## src/rtl/lsr_pkg.sv

```systemverilog
package lsr_pkg;
    localparam int REG_W  = 8;
    localparam int ADDR_W = 2;
    localparam int N_FLAG = 6;

    typedef enum logic [ADDR_W-1:0] {
        A_STATUS  = 2'b00,
        A_LINECFG = 2'b01,
        A_OUTCFG  = 2'b10,
        A_MODE    = 2'b11
    } reg_addr_e;

    // flag vector index order: wake, out fault, line fault, uv33, uv24, otemp
    localparam int F_WAKE = 5;
    localparam int F_OFLT = 4;
    localparam int F_LFLT = 3;
    localparam int F_UV33 = 2;
    localparam int F_UV24 = 1;
    localparam int F_OTMP = 0;

    localparam int M_WAKE_EN = 6;
    localparam int M_OFLT    = 5;

    typedef enum logic {
        IRQ_IDLE   = 1'b0,
        IRQ_RAISED = 1'b1
    } irq_state_e;
endpackage

```

## src/rtl/lsr_flag_bank.sv

```systemverilog
module lsr_flag_bank #(
    parameter int N = 6
) (
    input  logic         clk,
    input  logic         rst_n,
    input  logic [N-1:0] set_i,
    input  logic         clr_i,
    output logic [N-1:0] flag_o,
    output logic [N-1:0] flag_nxt_o
);
    genvar g;
    generate
        for (g = 0; g < N; g++) begin : g_flag
            logic q;
            // set wins over clear so a live cause survives the read
            assign flag_nxt_o[g] = (q & ~clr_i) | set_i[g];
            always_ff @(posedge clk or negedge rst_n) begin
                if (!rst_n) q <= 1'b0;
                else        q <= flag_nxt_o[g];
            end
            assign flag_o[g] = q;
        end
    endgenerate
endmodule

```

## src/rtl/lsr_cfg_regs.sv

```systemverilog
module lsr_cfg_regs
    import lsr_pkg::*;
(
    input  logic              clk,
    input  logic              rst_n,
    input  logic              wr_en,
    input  logic [ADDR_W-1:0] addr,
    input  logic [REG_W-1:0]  wr_data,
    input  logic              oflt_set,
    output logic [REG_W-1:0]  line_cfg_o,
    output logic [REG_W-1:0]  out_cfg_o,
    output logic [REG_W-1:0]  mode_o
);
    logic [REG_W-1:0] line_q, out_q, mode_q;
    logic             oflt_q;

    always_ff @(posedge clk or negedge rst_n) begin
        if (!rst_n) begin
            line_q <= '0;
            out_q  <= '0;
            mode_q <= '0;
        end else if (wr_en) begin
            unique case (reg_addr_e'(addr))
                A_LINECFG: line_q <= wr_data;
                A_OUTCFG:  out_q  <= wr_data;
                A_MODE: begin
                    mode_q[REG_W-1:M_OFLT+1] <= wr_data[REG_W-1:M_OFLT+1];
                    mode_q[M_OFLT-1:0]       <= wr_data[M_OFLT-1:0];
                end
                default: ;
            endcase
        end
    end

    always_ff @(posedge clk or negedge rst_n) begin
        if (!rst_n)                                   oflt_q <= 1'b0;
        else if (oflt_set)                            oflt_q <= 1'b1;
        else if (wr_en && reg_addr_e'(addr) == A_MODE
                 && wr_data[M_OFLT])                  oflt_q <= 1'b0;
    end

    assign line_cfg_o = line_q;
    assign out_cfg_o  = out_q;
    assign mode_o     = {mode_q[REG_W-1:M_OFLT+1], oflt_q, mode_q[M_OFLT-1:0]};
endmodule

```

## src/rtl/lsr_irq_ctrl.sv

```systemverilog
module lsr_irq_ctrl
    import lsr_pkg::*;
#(
    parameter bit IRQ_INV = 1'b0
) (
    input  logic clk,
    input  logic rst_n,
    input  logic pend_nxt,
    output logic irq_o
);
    irq_state_e state_q, state_d;

    always_comb begin
        state_d = state_q;
        unique case (state_q)
            IRQ_IDLE:   if (pend_nxt)  state_d = IRQ_RAISED; // RAISE
            IRQ_RAISED: if (!pend_nxt) state_d = IRQ_IDLE;   // CLEAR
        endcase
    end

    always_ff @(posedge clk or negedge rst_n) begin
        if (!rst_n) state_q <= IRQ_IDLE;
        else        state_q <= state_d;
    end

    always_comb begin
        irq_o = (state_q == IRQ_RAISED) ^ IRQ_INV;
    end
endmodule

```

## src/rtl/lsr_status_bank.sv

```systemverilog
module lsr_status_bank
    import lsr_pkg::*;
#(
    parameter bit IRQ_ACTIVE_LOW = 1'b0
) (
    input  logic              clk,
    input  logic              rst_n,
    input  logic [ADDR_W-1:0] addr,
    input  logic              wr_en,
    input  logic [REG_W-1:0]  wr_data,
    input  logic              rd_en,
    output logic [REG_W-1:0]  rd_data,
    input  logic              wake_det,
    input  logic              out_flt,
    input  logic              line_flt,
    input  logic              uv33_det,
    input  logic              uv24_det,
    input  logic              otemp_det,
    input  logic              li_level,
    input  logic              line_level,
    output logic              irq
);
    logic [REG_W-1:0]  line_cfg, out_cfg, mode_q;
    logic [N_FLAG-1:0] src_set, stat_flags, flags_nxt;
    logic [REG_W-1:0]  status_byte, rd_mux;
    logic              rd_status;

    assign rd_status = rd_en && (reg_addr_e'(addr) == A_STATUS);

    always_comb begin
        src_set         = '0;
        src_set[F_WAKE] = wake_det & mode_q[M_WAKE_EN];
        src_set[F_OFLT] = out_flt;
        src_set[F_LFLT] = line_flt;
        src_set[F_UV33] = uv33_det;
        src_set[F_UV24] = uv24_det;
        src_set[F_OTMP] = otemp_det;
    end

    lsr_flag_bank #(.N(N_FLAG)) u_flags (
        .clk        (clk),
        .rst_n      (rst_n),
        .set_i      (src_set),
        .clr_i      (rd_status),
        .flag_o     (stat_flags),
        .flag_nxt_o (flags_nxt)
    );

    lsr_cfg_regs u_cfg (
        .clk        (clk),
        .rst_n      (rst_n),
        .wr_en      (wr_en),
        .addr       (addr),
        .wr_data    (wr_data),
        .oflt_set   (out_flt),
        .line_cfg_o (line_cfg),
        .out_cfg_o  (out_cfg),
        .mode_o     (mode_q)
    );

    lsr_irq_ctrl #(.IRQ_INV(IRQ_ACTIVE_LOW)) u_irq (
        .clk      (clk),
        .rst_n    (rst_n),
        .pend_nxt (|flags_nxt),
        .irq_o    (irq)
    );

    assign status_byte = {stat_flags[F_WAKE], stat_flags[F_OFLT], ~li_level, line_level,
                          stat_flags[F_LFLT], stat_flags[F_UV33],
                          stat_flags[F_UV24], stat_flags[F_OTMP]};

    always_comb begin
        unique case (reg_addr_e'(addr))
            A_STATUS:  rd_mux = status_byte;
            A_LINECFG: rd_mux = line_cfg;
            A_OUTCFG:  rd_mux = out_cfg;
            A_MODE:    rd_mux = mode_q;
        endcase
    end

    // sampled at the same edge that clears the flags
    always_ff @(posedge clk or negedge rst_n) begin
        if (!rst_n)     rd_data <= '0;
        else if (rd_en) rd_data <= rd_mux;
    end
endmodule

```

## config.mk

```make
export PLATFORM = sky130hd
export DESIGN_NAME = lsr_status_bank
export DESIGN_NICKNAME = d
export VERILOG_FILES = /design/src/rtl/lsr_pkg.sv /design/src/rtl/lsr_flag_bank.sv /design/src/rtl/lsr_cfg_regs.sv /design/src/rtl/lsr_irq_ctrl.sv /design/src/rtl/lsr_status_bank.sv
export SDC_FILE = /design/constraint.sdc
export NUM_CORES = 1
export LEC_CHECK = 0
export ABC_AREA = 1
export BUFFER_PORTS_ARGS = -buffer_cell sky130_fd_sc_hd__buf_4
export CAP_MARGIN = 10
export CELL_PAD_IN_SITES_DETAIL_PLACEMENT = 0
export CELL_PAD_IN_SITES_GLOBAL_PLACEMENT = 1
export CORE_UTILIZATION = 41
export DETAILED_ROUTE_END_ITERATION = 8
export GPL_TIMING_DRIVEN = 0
export PLACE_DENSITY_LB_ADDON = 0.1
export SYNTH_ARGS = -nofsm -noshare
export SYNTH_HDL_FRONTEND = slang
export SYNTH_SLANG_ARGS = --single-unit
```

## constraint.sdc

```tcl
create_clock -name clk -period 1 [get_ports clk]
set_input_delay 0.2 -clock clk [delete_from_list [all_inputs] [get_ports clk]]
set_output_delay 0.2 -clock clk [all_outputs]
set_load 0.005 [all_outputs]
```

==> results of run 1 <==
## logic make-up (layout without fill, tap and decap cells)
kind of cell / count (synthesis) / count (layout) / share of synthesized area, %
simple gates: 106 / 106 / 26.3
flops: 39 / 39 / 55.5
compound gates: 29 / 29 / 12.4
buf+inv: 21 / 67 / 5.83
## layer usage
| layer | GRT usage (%) | vias up |
|---|---|---|
| met1 | 25.2 | 661 |
| met3 | 4.05 | 6 |
| li1 | - | 710 |
| met2 | 32.8 | 36 |
| met4 | 10.4 | 0 |
| met5 | 0 | - |
## area by class of cell
class                      instances  share of cell area (%)
sequential                        39                    43.6
buffer                             4                    1.73
clock buffer                       6                    3.69
clock inverter                     1                   0.223
inverter                          17                    2.85
timing repair buffer              39                    14.7
multi-input combinational        135                    30.5
tap                               50                    2.79
## report_power, final
| part | internal (mW) | switching [mW] | total, mW |
|---|---|---|---|
| clock network | 0.541 | 0.541 | 1.08 |
| registers | 1.80 | 0.134 | 1.93 |
| logic | 0.384 | 0.367 | 0.751 |
| total | 2.72 | 1.04 | 3.76 |
## timing repair
item                                   CTS  global route
buffers inserted                         7             2
setup endpoints to repair                9            11
pin swaps                                0             1
hold buffers                             1             0
resized for setup                        9             2
endpoints found under the hold margin   39             0
## stage by stage
stage	instance area [um^2]	TNS, ns	hold slack, ns
after global routing	2240	-0.323	0.105
after detailed placement	2040	-4.43	0.200
after CTS	2220	-0.0602	0.106
after global placement	2040	-3.77	0.186
after floorplan	1760	0	-0.0956
final	2240	-0.0695	0.106
## path summary, 6_finish.rpt
path,slack [ns],cells after the start,endpoint,start
setup / recovery,-0.02,1,rd_data[5],rd_data[5]
hold / removal,0.11,3,u_flags.g_flag[3].q,line_flt
setup reg to reg,0.14,3,rd_data[2],u_cfg.out_cfg_o[2]
hold reg to reg,0.49,2,u_cfg.out_cfg_o[6],u_cfg.out_cfg_o[6]
max in group asynchronous,0.24,2,u_cfg.mode_o[1],rst_n
min in group asynchronous,0.40,2,rd_data[5],rst_n
## sequential cells by signal (all words and copies together) (netlist names)
name and cells:
u_cfg.oflt_q 1, u_cfg.out_cfg_o 8, rd_data 8, u_cfg.mode_o 7, u_cfg.line_cfg_o 8, u_flags.g_flag.q 6
u_irq.irq_o 1
## placed cells by master, fill, tap and decap left out
| cell type | netlist | final |
|---|---|---|
| a21oi_1 | 2 | 2 |
| and3_1 | 1 | 1 |
| buf_2 | 1 | 1 |
| buf_4 | 0 | 29 |
| buf_6 | 3 | 12 |
| clkbuf_8 | 0 | 6 |
| clkinv_1 | 1 | 1 |
| clkinv_2 | 0 | 1 |
| dfrtp_1 | 39 | 39 |
| dlygate4sd3_1 | 0 | 1 |
| inv_1 | 13 | 13 |
| inv_2 | 3 | 3 |
| nand2_1 | 85 | 84 |
| nand2_2 | 3 | 4 |
| nand2_4 | 2 | 2 |
| nand3_1 | 2 | 2 |
| nand4_1 | 6 | 6 |
| nor2_1 | 4 | 4 |
| nor2_4 | 3 | 3 |
| o21ai_0 | 3 | 2 |
| o21ai_1 | 4 | 5 |
| o21ai_2 | 19 | 19 |
| o22ai_1 | 1 | 1 |
## cell usage after synthesis
cell type	number	share of area (%)
buf_6	3	1.9
nand2_4	2	1.3
buf_2	1	0.28
nor2_1	4	0.85
o22ai_1	1	0.36
inv_2	3	0.64
nand3_1	2	0.57
and3_1	1	0.36
nand2_2	3	1.1
nor2_4	3	1.9
o21ai_1	4	1.1
dfrtp_1	39	55
inv_1	13	2.8
o21ai_0	3	0.85
o21ai_2	19	9.5
clkinv_1	1	0.21
a21oi_1	2	0.57
nand4_1	6	2.1
nand2_1	85	18
==> flow_metrics.tcl, run 1 <==
set metrics [dict create \
    outcome "finished, violations left" \
    violations "negative setup slack" \
    ant_nets 0 \
    path_cells "buf_6" \
    worst_pin_slew_ns 0.501 \
    first_iter_violations 81 \
    p_per_area_mw_per_mm2 1680 \
    drv_slew 0 \
    route.vias.total 1413 \
    cp_data_arrival_time_ns 0.82 \
    syn_inst 195 \
    wl_met1_mm 1.84 \
    critical-path-top-delay-family "flip-flops" \
    setup_slack_ns -0.0154 \
    finalSetupViolCount 8 \
    drive_gt1_share_pct 33.2 \
    area_growth_pct 27.4 \
    dr.max_layer_used "met4" \
    grt_use_total_pct 20.2 \
    die_w_um 67.5 \
    end_kind "primary output" \
    crit_type "register to primary output" \
    rsz0062_at_grt "true" \
    placementRows 23 \
    ctsRootBufferMaster "clkbuf_8" \
    cp.required_ns 0.80 \
    antennaDiodeCount 0 \
    grt_pass1_wl_mm 6.40 \
    synthesis.area_mm2 0.00176 \
    initial_utilization_pct 43.4 \
    yosysSeqAreaShare_pct 55.5 \
    finalCritPeriodShare_pct 102 \
    hpwlAfterDp_mm 2.75 \
    critPathSlowestCell "dfrtp_1" \
    grt_antenna_before_repair 0 \
    placed_cells 274 \
    boundaryPins 31 \
    critPathBufInv 1 \
    multi_input_area_um2 683 \
    hold_viol 0 \
    core_mm2 0.00406 \
    drt-pass1-iter-count 4 \
    synth_warnings 0 \
    grt_overflow 0 \
    numCtsBuffers 5 \
    grt_pass1_vias 1379 \
    grt_max_degree 40 \
    finalPower_mw 3.76 \
    maxCapViolCount 0 \
    drc 0 \
    fin_util_pct 55.2 \
    finClkSkew_ns 0.00583 \
    synth_cell_types 19 \
    hold_path_class "input pin to register" \
    p_leak_nw 1.15 \
    met2WireLength_mm 1.87 \
    fmax_ghz 0.985 \
    max_stage_delay_ns 0.40 \
    die_y_um 67.5 \
    min_period_ns 1.02 \
    port_buffers 29 \
    cts.sinks 39 \
    place_congestion 0.757 \
    syn-num-nets 217 \
    crit_path_max_fanout 2 \
    cp-start-kind "register" \
    regArea_um2 976 \
    cts.clk_slew.worst_paths_ns 0.07 \
    ir_drop_v 0.00101 \
    final_nets 263 \
    cts_tree "yes" \
    place_ws_ns -0.326 \
    fillCellCount 379 \
    die_area_mm2 0.00456 \
    avgSynthCellArea_um2 9.02 \
    htree_levels 2 \
    synth-seq-cells 39 \
    routed_wl_mm 3.94 \
    wl_per_cell_um 13.5 \
    drt-vias-per-instance 4.86 \
    slew_headroom_pct 66.6 \
    wl_met3_um 138 \
    fin_cells 291 \
    cts_buffer_depth 2 \
    worstSkewPairLatency_ns 0.30 \
]
(Power assumes the default switching activity.)
==> run 2, diff against run 1 <==
==> constraint.sdc (replaced) <==
create_clock -name clk -period 1 [get_ports clk]
set_input_delay 0.15 -clock clk [delete_from_list [all_inputs] [get_ports clk]]
set_output_delay 0.15 -clock clk [all_outputs]
set_load 0.005 [all_outputs]
==> flow_metrics.tcl, run 2 (synthesized netlist as in run 1, its figures left out) <==
set metrics [dict create \
    multi_input_area_um2 683 \
    hold_path_class "input pin to register" \
    drive_gt1_share_pct 30.6 \
    fillCellCount 382 \
    finClkSkew_ns 0.00573 \
    grt_pass1_vias 1361 \
    critPathSlowestCell "dfrtp_1" \
    tns_ns 0 \
    max_stage_delay_ns 0.39 \
    place_ws_ns -0.276 \
    boundaryPins 31 \
    fmax_ghz 1.03 \
    die_y_um 67.5 \
    final_nets 254 \
    cts.clk_slew.worst_paths_ns 0.07 \
    drt-vias-per-instance 4.93 \
    cp_data_arrival_time_ns 0.82 \
    grt_busiest_layer "met2" \
    p_per_area_mw_per_mm2 1700 \
    final_cell_mix "84 x nand2_1, 39 x dfrtp_1, 25 x buf_4" \
    reg2reg_to "rd_data[2]" \
    p_sw_mw 1.02 \
    cts_buffer_depth 2 \
    area_growth_pct 22.5 \
    hold_path_end "u_flags.g_flag[3].q" \
    routed_wl_mm 3.86 \
    hpwlAfterDp_mm 2.75 \
    r2r-start "u_cfg.out_cfg_o[2]" \
    placed_cells 274 \
    grt_pass1_wl_mm 6.36 \
    place_congestion 0.757 \
    p_clk_share_pct 29.4 \
    min_period_ns 0.973 \
    layout_commonest_cell "nand2_1" \
    switching_share_pct 27.8 \
    setup_slack_ns 0.0269 \
    end_kind "primary output" \
    worst_pin_slew_ns 0.495 \
    ir_drop_v 0.00100 \
    hold_viol 0 \
    grt_use_total_pct 20.1 \
    cp.required_ns 0.85 \
    combPwrFrac_pct 18.1 \
    cts.sinks 39 \
    die_w_um 67.5 \
    slew_headroom_pct 67.0 \
    numCtsBuffers 5 \
    grt_antenna_before_repair 0 \
    regArea_um2 976 \
    grt_overflow 0 \
    drc 0 \
    worstSkewPairLatency_ns 0.30 \
    p_int_mw 2.65 \
    critical-path-top-delay-family "flip-flops" \
    use_met3_pct 4.05 \
    core_mm2 0.00406 \
    crit_path_max_fanout 2 \
    rsz0062_at_grt "false" \
    finalSetupViolCount 0 \
    route.vias.total 1391 \
    port_buffers 29 \
    use_met1_pct 25.2 \
    first_iter_violations 76 \
    critPathBufInv 1 \
    seqPwrFrac_pct 52.5 \
    cts_tree "yes" \
    crit_type "register to primary output" \
    post_cts_buffers 0 \
    initial_utilization_pct 43.4 \
    ant_nets 0 \
    ctsRootBufferMaster "clkbuf_8" \
    finalPower_mw 3.67 \
    r2r_cells 3 \
    grt_util_met2_pct 32.4 \
    fin_cells 282 \
    die_area_mm2 0.00456 \
    antennaDiodeCount 0 \
    wl_per_cell_um 13.7 \
    maxCapViolCount 0 \
    drt-pass1-iter-count 4 \
    placementRows 23 \
    htree_levels 2 \
    p_leak_nw 1.10 \
    cp-start-kind "register" \
    min_path_cells 3 \
    path_cells "buf_4" \
    finalCritPeriodShare_pct 97.3 \
    regToRegSetupSlack_ns 0.13 \
    drv_slew 0 \
    outcome "completed" \
    grt_max_degree 40 \
    hp-start "line_flt" \
]
run 2: timing repair:
action / CTS / global route
hold buffers: 1 / 0
endpoints found under the hold margin: 39 / 0
setup endpoints to repair: 0 / 6
resized for setup: 0 / 6
run 2: worst reg2reg max path, delay by kind of cell, from the launching register on:
family / cells / cell delay [ns]
compound gates: 1 / 0.12
simple gates: 2 / 0.24
flops: 1 / 0.39
run 2: power groups by stage:
stage               registers, mW  logic [mW]  clock network, mW
floorplan                    1.92       0.384                  0
global placement             1.94       0.637                  0
detailed placement           1.95       0.655                  0
CTS                          1.92       0.660               1.09
global route                 1.96       0.757               1.18
finish                       1.93       0.664               1.08
run 2: worst max-delay path by stage:
stage	slack [ns]	cells after the start	start	endpoint
after floorplan	0.09	5	rd_en	rd_data[2]
after global placement	-0.23	7	addr[1]	u_irq.irq_o
after detailed placement	-0.28	7	addr[1]	u_irq.irq_o
after CTS	0.02	1	rd_data[2]	rd_data[2]
after global routing	0.001	1	rd_data[5]	rd_data[5]
final	0.03	1	rd_data[0]	rd_data[0]
run 2: layout make-up:
cell class | count | share of cell area, %
flip-flops and latches | 39 | 45.3
multi-input cells | 135 | 31.7
repair buffers | 30 | 11.3
clock buffers | 6 | 3.83
inverters | 17 | 2.96
well taps | 50 | 2.90
plain buffers | 4 | 1.80
clock inverters | 1 | 0.232
run 2: layer usage:
| layer | wire length [um] | vias to the layer above |
|---|---|---|
| li1 | - | 693 |
| met1 | 1800 | 656 |
| met2 | 1830 | 36 |
| met3 | 138 | 6 |
| met4 | 89 | 0 |
| met5 | 0 | - |
run 2: stage by stage:
step           utilization, %  instance area (um^2)  hold WS, ns
2_1_floorplan               -                  1760       -0.146
3_3_place_gp             50.3                  2040        0.136
3_5_place_dp             50.3                  2040        0.150
4_1_cts                  52.7                  2140       0.0559
5_1_grt                  53.1                  2150       0.0551
6_report                 53.1                  2150       0.0543
